===== config.mk =====
export PLATFORM = sky130hd
export DESIGN_NAME = fetch_addr_seq
export DESIGN_NICKNAME = d
export VERILOG_FILES = /design/src/rtl/fas_pkg.sv /design/src/rtl/fas_adder.sv /design/src/rtl/fas_ctrl.sv /design/src/rtl/fas_datapath.sv /design/src/rtl/fetch_addr_seq.sv
export SDC_FILE = /design/constraint.sdc
export NUM_CORES = 1
export LEC_CHECK = 0
export ABC_CLOCK_PERIOD_IN_PS = 3490
export BUFFER_PORTS_ARGS = -buffer_cell sky130_fd_sc_hd__buf_2
export CAP_MARGIN = 30
export CORE_MARGIN = 5
export CORE_UTILIZATION = 50
export CTS_CLUSTER_DIAMETER = 30
export CTS_CLUSTER_SIZE = 12
export DETAILED_ROUTE_END_ITERATION = 8
export PLACE_DENSITY = 0.78
export SYNTH_ARGS = -nofsm -noshare
export SYNTH_HDL_FRONTEND = slang
export SYNTH_SLANG_ARGS = --single-unit

===== constraint.sdc =====
create_clock -name clk_i -period 3.49 [get_ports clk_i]
set_clock_uncertainty 0.15 [all_clocks]
set_input_delay 0.349 -clock clk_i [delete_from_list [all_inputs] [get_ports clk_i]]
set_output_delay 0.349 -clock clk_i [all_outputs]
set_load 0.01 [all_outputs]

===== src/rtl/fas_pkg.sv =====
package fas_pkg;

  typedef enum logic [3:0] {
    S_IDLE,
    S_FETCH_MAR,
    S_FETCH_RD,
    S_FETCH_CAP,
    S_IR_LOAD,
    S_EA_FORM,
    S_PTR_RD,
    S_PTR_CAP,
    S_PTR_MAR,
    S_EXEC
  } seq_state_e;

  typedef struct packed {
    logic ld_mar_pc;
    logic ld_mar_ea;
    logic ld_mar_mbr;
    logic ld_mbr;
    logic ld_ir;
    logic inc_pc;
    logic use_idx;
  } dp_ctl_t;

endpackage


===== src/rtl/fas_adder.sv =====
module fas_adder #(
  parameter int W = 8
) (
  input  logic [W-1:0] a_i,
  input  logic [W-1:0] b_i,
  output logic [W-1:0] sum_o
);
  // carry out dropped: address arithmetic wraps
  assign sum_o = a_i + b_i;
endmodule


===== src/rtl/fas_ctrl.sv =====
module fas_ctrl
  import fas_pkg::*;
#(
  parameter int          OPC_W      = 4,
  parameter logic [3:0]  NOADDR_OPC = 4'hF
) (
  input  logic             clk_i,
  input  logic             rst_ni,
  input  logic             start_i,
  input  logic [OPC_W-1:0] opc_i,
  input  logic [1:0]       mode_i,
  input  logic             ex_ready_i,
  output dp_ctl_t          dp_ctl_o,
  output logic             rd_o,
  output logic             exec_o
);

  seq_state_e state_q, state_d;
  logic       no_addr;

  assign no_addr = (opc_i == NOADDR_OPC[OPC_W-1:0]);

  always_ff @(posedge clk_i or negedge rst_ni) begin
    if (!rst_ni) state_q <= S_IDLE;
    else         state_q <= state_d;
  end

  always_comb begin
    state_d = state_q;
    unique case (state_q)
      S_IDLE:      if (start_i) state_d = S_FETCH_MAR;
      S_FETCH_MAR: state_d = S_FETCH_RD;
      S_FETCH_RD:  state_d = S_FETCH_CAP;
      S_FETCH_CAP: state_d = S_IR_LOAD;
      S_IR_LOAD:   state_d = S_EA_FORM;
      S_EA_FORM:   state_d = (!no_addr && mode_i[1]) ? S_PTR_RD : S_EXEC;
      S_PTR_RD:    state_d = S_PTR_CAP;
      S_PTR_CAP:   state_d = S_PTR_MAR;
      S_PTR_MAR:   state_d = S_EXEC;
      S_EXEC:      if (ex_ready_i) state_d = S_FETCH_MAR;
      default:     state_d = S_IDLE;
    endcase
  end

  always_comb begin
    dp_ctl_o            = '0;
    dp_ctl_o.ld_mar_pc  = (state_q == S_FETCH_MAR);
    dp_ctl_o.ld_mbr     = (state_q == S_FETCH_CAP) || (state_q == S_PTR_CAP);
    dp_ctl_o.ld_ir      = (state_q == S_IR_LOAD);
    dp_ctl_o.inc_pc     = (state_q == S_IR_LOAD);
    dp_ctl_o.ld_mar_ea  = (state_q == S_EA_FORM);
    dp_ctl_o.use_idx    = (state_q == S_EA_FORM) && !no_addr && mode_i[0];
    dp_ctl_o.ld_mar_mbr = (state_q == S_PTR_MAR);
    rd_o                = (state_q == S_FETCH_RD) || (state_q == S_PTR_RD);
    exec_o              = (state_q == S_EXEC);
  end

endmodule


===== src/rtl/fas_datapath.sv =====
module fas_datapath
  import fas_pkg::*;
#(
  parameter int DATA_W = 16,
  parameter int ADDR_W = 8
) (
  input  logic              clk_i,
  input  logic              rst_ni,
  input  dp_ctl_t           ctl_i,
  input  logic              br_load_i,
  input  logic [DATA_W-1:0] mem_rdata_i,
  input  logic [ADDR_W-1:0] index_i,
  output logic [ADDR_W-1:0] pc_o,
  output logic [ADDR_W-1:0] mar_o,
  output logic [DATA_W-1:0] ir_o
);

  logic [ADDR_W-1:0] pc_q, mar_q;
  logic [DATA_W-1:0] mbr_q, ir_q;
  logic [ADDR_W-1:0] add_a, add_b, add_sum;

  // one adder: PC step in IR_LOAD, field + index in EA_FORM
  assign add_a = ctl_i.inc_pc ? pc_q : ir_q[ADDR_W-1:0];
  assign add_b = ctl_i.inc_pc ? ADDR_W'(1) : (ctl_i.use_idx ? index_i : '0);

  fas_adder #(.W(ADDR_W)) u_adder (
    .a_i   (add_a),
    .b_i   (add_b),
    .sum_o (add_sum)
  );

  always_ff @(posedge clk_i or negedge rst_ni) begin
    if (!rst_ni) begin
      pc_q  <= '0;
      mar_q <= '0;
      mbr_q <= '0;
      ir_q  <= '0;
    end else begin
      if (br_load_i)         pc_q <= mar_q;
      else if (ctl_i.inc_pc) pc_q <= add_sum;

      if (ctl_i.ld_mar_pc)       mar_q <= pc_q;
      else if (ctl_i.ld_mar_ea)  mar_q <= add_sum;
      else if (ctl_i.ld_mar_mbr) mar_q <= mbr_q[ADDR_W-1:0];

      if (ctl_i.ld_mbr) mbr_q <= mem_rdata_i;
      if (ctl_i.ld_ir)  ir_q  <= mbr_q;
    end
  end

  assign pc_o  = pc_q;
  assign mar_o = mar_q;
  assign ir_o  = ir_q;

endmodule


===== src/rtl/fetch_addr_seq.sv =====
module fetch_addr_seq
  import fas_pkg::*;
#(
  parameter int         DATA_W     = 16,
  parameter int         ADDR_W     = 8,
  parameter int         MODE_LSB   = 8,
  parameter int         OPC_W      = 4,
  parameter logic [3:0] NOADDR_OPC = 4'hF
) (
  input  logic              clk_i,
  input  logic              rst_ni,
  input  logic              start_i,
  output logic [ADDR_W-1:0] mem_addr_o,
  output logic              mem_rd_o,
  output logic              mem_wr_o,
  output logic [DATA_W-1:0] mem_wdata_o,
  input  logic [DATA_W-1:0] mem_rdata_i,
  input  logic [ADDR_W-1:0] index_i,
  output logic              ex_valid_o,
  input  logic              ex_ready_i,
  input  logic              ex_branch_i,
  input  logic              ex_rd_i,
  input  logic              ex_wr_i,
  input  logic [DATA_W-1:0] ex_wdata_i,
  output logic [DATA_W-1:0] ex_ir_o,
  output logic [ADDR_W-1:0] ex_addr_o
);

  localparam int OPC_LSB = DATA_W - OPC_W;

  dp_ctl_t           dp_ctl;
  logic              seq_rd, exec;
  logic [ADDR_W-1:0] pc_w, mar_w;
  logic [DATA_W-1:0] ir_w;

  fas_ctrl #(
    .OPC_W      (OPC_W),
    .NOADDR_OPC (NOADDR_OPC)
  ) u_ctrl (
    .clk_i      (clk_i),
    .rst_ni     (rst_ni),
    .start_i    (start_i),
    .opc_i      (ir_w[OPC_LSB +: OPC_W]),
    .mode_i     (ir_w[MODE_LSB +: 2]),
    .ex_ready_i (ex_ready_i),
    .dp_ctl_o   (dp_ctl),
    .rd_o       (seq_rd),
    .exec_o     (exec)
  );

  fas_datapath #(
    .DATA_W (DATA_W),
    .ADDR_W (ADDR_W)
  ) u_dp (
    .clk_i       (clk_i),
    .rst_ni      (rst_ni),
    .ctl_i       (dp_ctl),
    .br_load_i   (exec && ex_ready_i && ex_branch_i),
    .mem_rdata_i (mem_rdata_i),
    .index_i     (index_i),
    .pc_o        (pc_w),
    .mar_o       (mar_w),
    .ir_o        (ir_w)
  );

  // MAR always addresses memory; execute shares it during the hand-off
  assign mem_addr_o  = mar_w;
  assign mem_rd_o    = seq_rd || (exec && ex_rd_i);
  assign mem_wr_o    = exec && ex_wr_i;
  assign mem_wdata_o = ex_wdata_i;
  assign ex_valid_o  = exec;
  assign ex_ir_o     = ir_w;
  assign ex_addr_o   = mar_w;

endmodule


==> out/metrics.csv <==
metric,value,unit
CP Class,flip-flop to flip-flop,
Hold Path End,u_dp.mbr_q[15],
"Distinct cells, synth",46,
drt wl/cell,16.2,um
die width,86.0,um
outcome,completed,
chip height,86.0,um
Yosys reg bits,52,
R2R cell count,13,
NumNets Final,409,
CTS tree,built,
vias,2350,
core area,0.00557,mm^2
Mapped Cells,313,
Residual DRC,0,
largest net degree at the start of global routing,28,
post-DP HPWL,5230,um
Hold Path Cell Cnt,2,
Max Cap Viol,0,
maximum fanout along the worst path,9,
Multi-input gate area,0.00130,mm^2
Root Driver,clkbuf_8,
H-Tree Level Count,2,
Hold Crit Class,input port to flip-flop,
P_leak,1.62,nW
Post-synth top cells,"nand2_1 (84), dfrtp_1 (52), buf_4 (25)",
post-layout instance area,0.00321,mm^2
GRT overflow,0,
Clock Latency Late Sink,0.32,ns
actual slew at the worst max-slew pin,0.762,ns
routed vias/inst,5.50,
vias in the first global route,2340,
Synth warnings,0,
fillcell total,514,
sequential standard cell area,0.00130,mm^2
total CTS buffers,5,
Post-Syn Area,0.00289,mm^2
std cell rows,27,
Fmax,301,MHz
top_reg_cell synth,dfrtp_1,
crit end category,flip-flop,
antenna violations before repair,0,
Synth area leader,dfrtp_1,
Synth area leaders,"dfrtp_1 (45%), nand2_1 (11%), mux2_2 (6.6%), buf_4 (6.5%), ha_1 (3.0%)",
clk sinks,52,
antenna cells,0,
Post-synth ARST share,100,%
Layout Utilization,57.5,%
final setup violation count,0,
worst r2r src,u_ctrl.state_q[2],
layout cells sized above 1,29.0,%
synthesized net count,368,
max-slew violation count,0,
port bufs,65,
remaining antenna violation count,0,
first-pass GRT wire length,11300,um
cell with the most instances after synthesis,nand2_1,
relative slew slack,49.0,%
required time of the critical path,3.54,ns
CP arrival,3.37,ns
Fin. Hold Viols,0,
minimum clock period,3.32,ns
placed cell area,0.00309,mm^2
Worst Hold Launch,mem_rdata_i[15],
startpoint types,flip-flop,
Crit Reg-Reg Endpoint,u_dp.mar_o[6],
Setup Buffers After CTS,0,
Area Growth Syn to Fin,11.1,%
Peak VDD IR,0.405,mV
I/O Pins,98,
initial DRC count,203,
DR pass1 iterations,4,
PD cells,866,mW/mm^2
Die ar.,0.00739,mm^2
RSZ-0062 raised after global routing,no,
WL final,6920,um
clk buf depth,2,
Total GRT Usage,19.5,%
setup TNS,0,ns
Mapped Avg Cell Area,9.22,um^2
Post-synth EDFFs,0,
Final Cycle Share,95.2,%
"Seq/Total Area, Yosys",45.1,%
final hold slack,0.105,ns
"Reg clk slew, reported paths",0.11,ns
Starting Density,51.8,%
top cell type's share of synthesized area,45.1,%
r2r setup slk,0.17,ns
GPL Wtd Cong,0.899,
[worst max-delay path, stage by stage (launching register included)]
cell and delay (ns):
dfrtp_1 0.58, nand4bb_1 0.23, nor3b_4 0.32, nand2_1 0.11, nand2_1 0.08, ha_1 0.20, inv_1 0.07, fa_1 0.40
nor2b_1 0.17, o31a_1 0.15, o21ai_0 0.09, a21boi_0 0.28, o31ai_1 0.11, mux2_2 0.26
[worst max-delay path by stage]
| stage | start | endpoint | cells after the start |
|---|---|---|---|
| final | u_ctrl.state_q[2] | u_dp.mar_o[6] | 13 |
| after global routing | u_ctrl.state_q[2] | u_dp.mar_o[6] | 13 |
| after CTS | u_ctrl.state_q[1] | u_dp.mar_o[6] | 13 |
| after detailed placement | u_ctrl.state_q[1] | u_dp.mar_o[6] | 13 |
| after global placement | u_ctrl.state_q[2] | u_dp.mar_o[6] | 13 |
| after floorplan | u_ctrl.state_q[0] | u_dp.mar_o[6] | 16 |
[power breakdown]
group,switching (mW),total [mW],internal (mW)
Combinational,0.707,1.27,0.567
Sequential,0.253,1.14,0.886
Clock,0.215,0.362,0.147
Total,1.18,2.77,1.60
[cells by family after synthesis]
kind of cell / Yosys count / synth area share, %
AOI/OAI and AO/OA: 54 / 12.2
muxes: 19 / 7.33
buffers and inverters: 48 / 10.2
DFF: 52 / 45.1
adders and majority gates: 8 / 3.73
and+or+nand+nor: 128 / 20.2
xor gates and xnor gates: 4 / 1.21
[layout by cell type (no fill, tap or decap), types with 3 or more instances in the layout]
cell	netlist	routed
a21oi_1	11	11
a22oi_1	6	6
and2_1	7	7
buf_2	4	65
a211oi_1	3	3
nand2_1	84	84
nand2b_1	4	4
mux2_2	17	17
buf_4	25	7
inv_1	9	9
nor2_2	2	3
ha_1	7	7
dfrtp_1	52	52
clkbuf_8	0	5
nor3b_1	6	6
nor2_1	12	11
o21ai_0	14	14
xnor2_1	4	4
[final cells by class]
cell class	instances	area share [%]
flip-flops and latches	52	40.6
multi-input cells	213	40.5
inverters	9	1.05
clock inverters	3	0.781
well taps	72	2.81
repair buffers	73	12.1
clock buffers	5	2.15
[state kept, by name, indices dropped and copies added (netlist names)]
name	flops
u_dp.mar_o	8
u_dp.ir_o	16
u_dp.mbr_q	16
u_dp.pc_o	8
u_ctrl.state_q	4
[repair_timing]
action,4_1_cts,5_1_grt
hold endpoints to repair,25,0
hold buffers,1,0
gates resized for setup,0,2
endpoints found under the setup margin,0,1
[per-stage QoR]
step	power (mW)	setup WS [ns]	instances
floorplan	2.05	0.271	313
CTS	2.78	0.206	427
global route	3.00	0.00538	427
detailed placement	2.42	0.263	418
global placement	2.35	0.396	418
finish	2.77	0.168	427
[metal layers]
| layer | global-route usage (%) | part of all wire (%) | routed length (um) | vias to the layer above |
|---|---|---|---|---|
| met1 | 25.0 | 42 | 2930 | 1126 |
| met4 | 6.19 | 0.98 | 68 | 0 |
| li1 | - | - | - | 1120 |
| met3 | 3.84 | 7.3 | 507 | 7 |
| met2 | 33.2 | 49 | 3410 | 97 |
| met5 | 0 | 0 | 0 | - |
No activity file was read; power rests on OpenSTA's default activity.
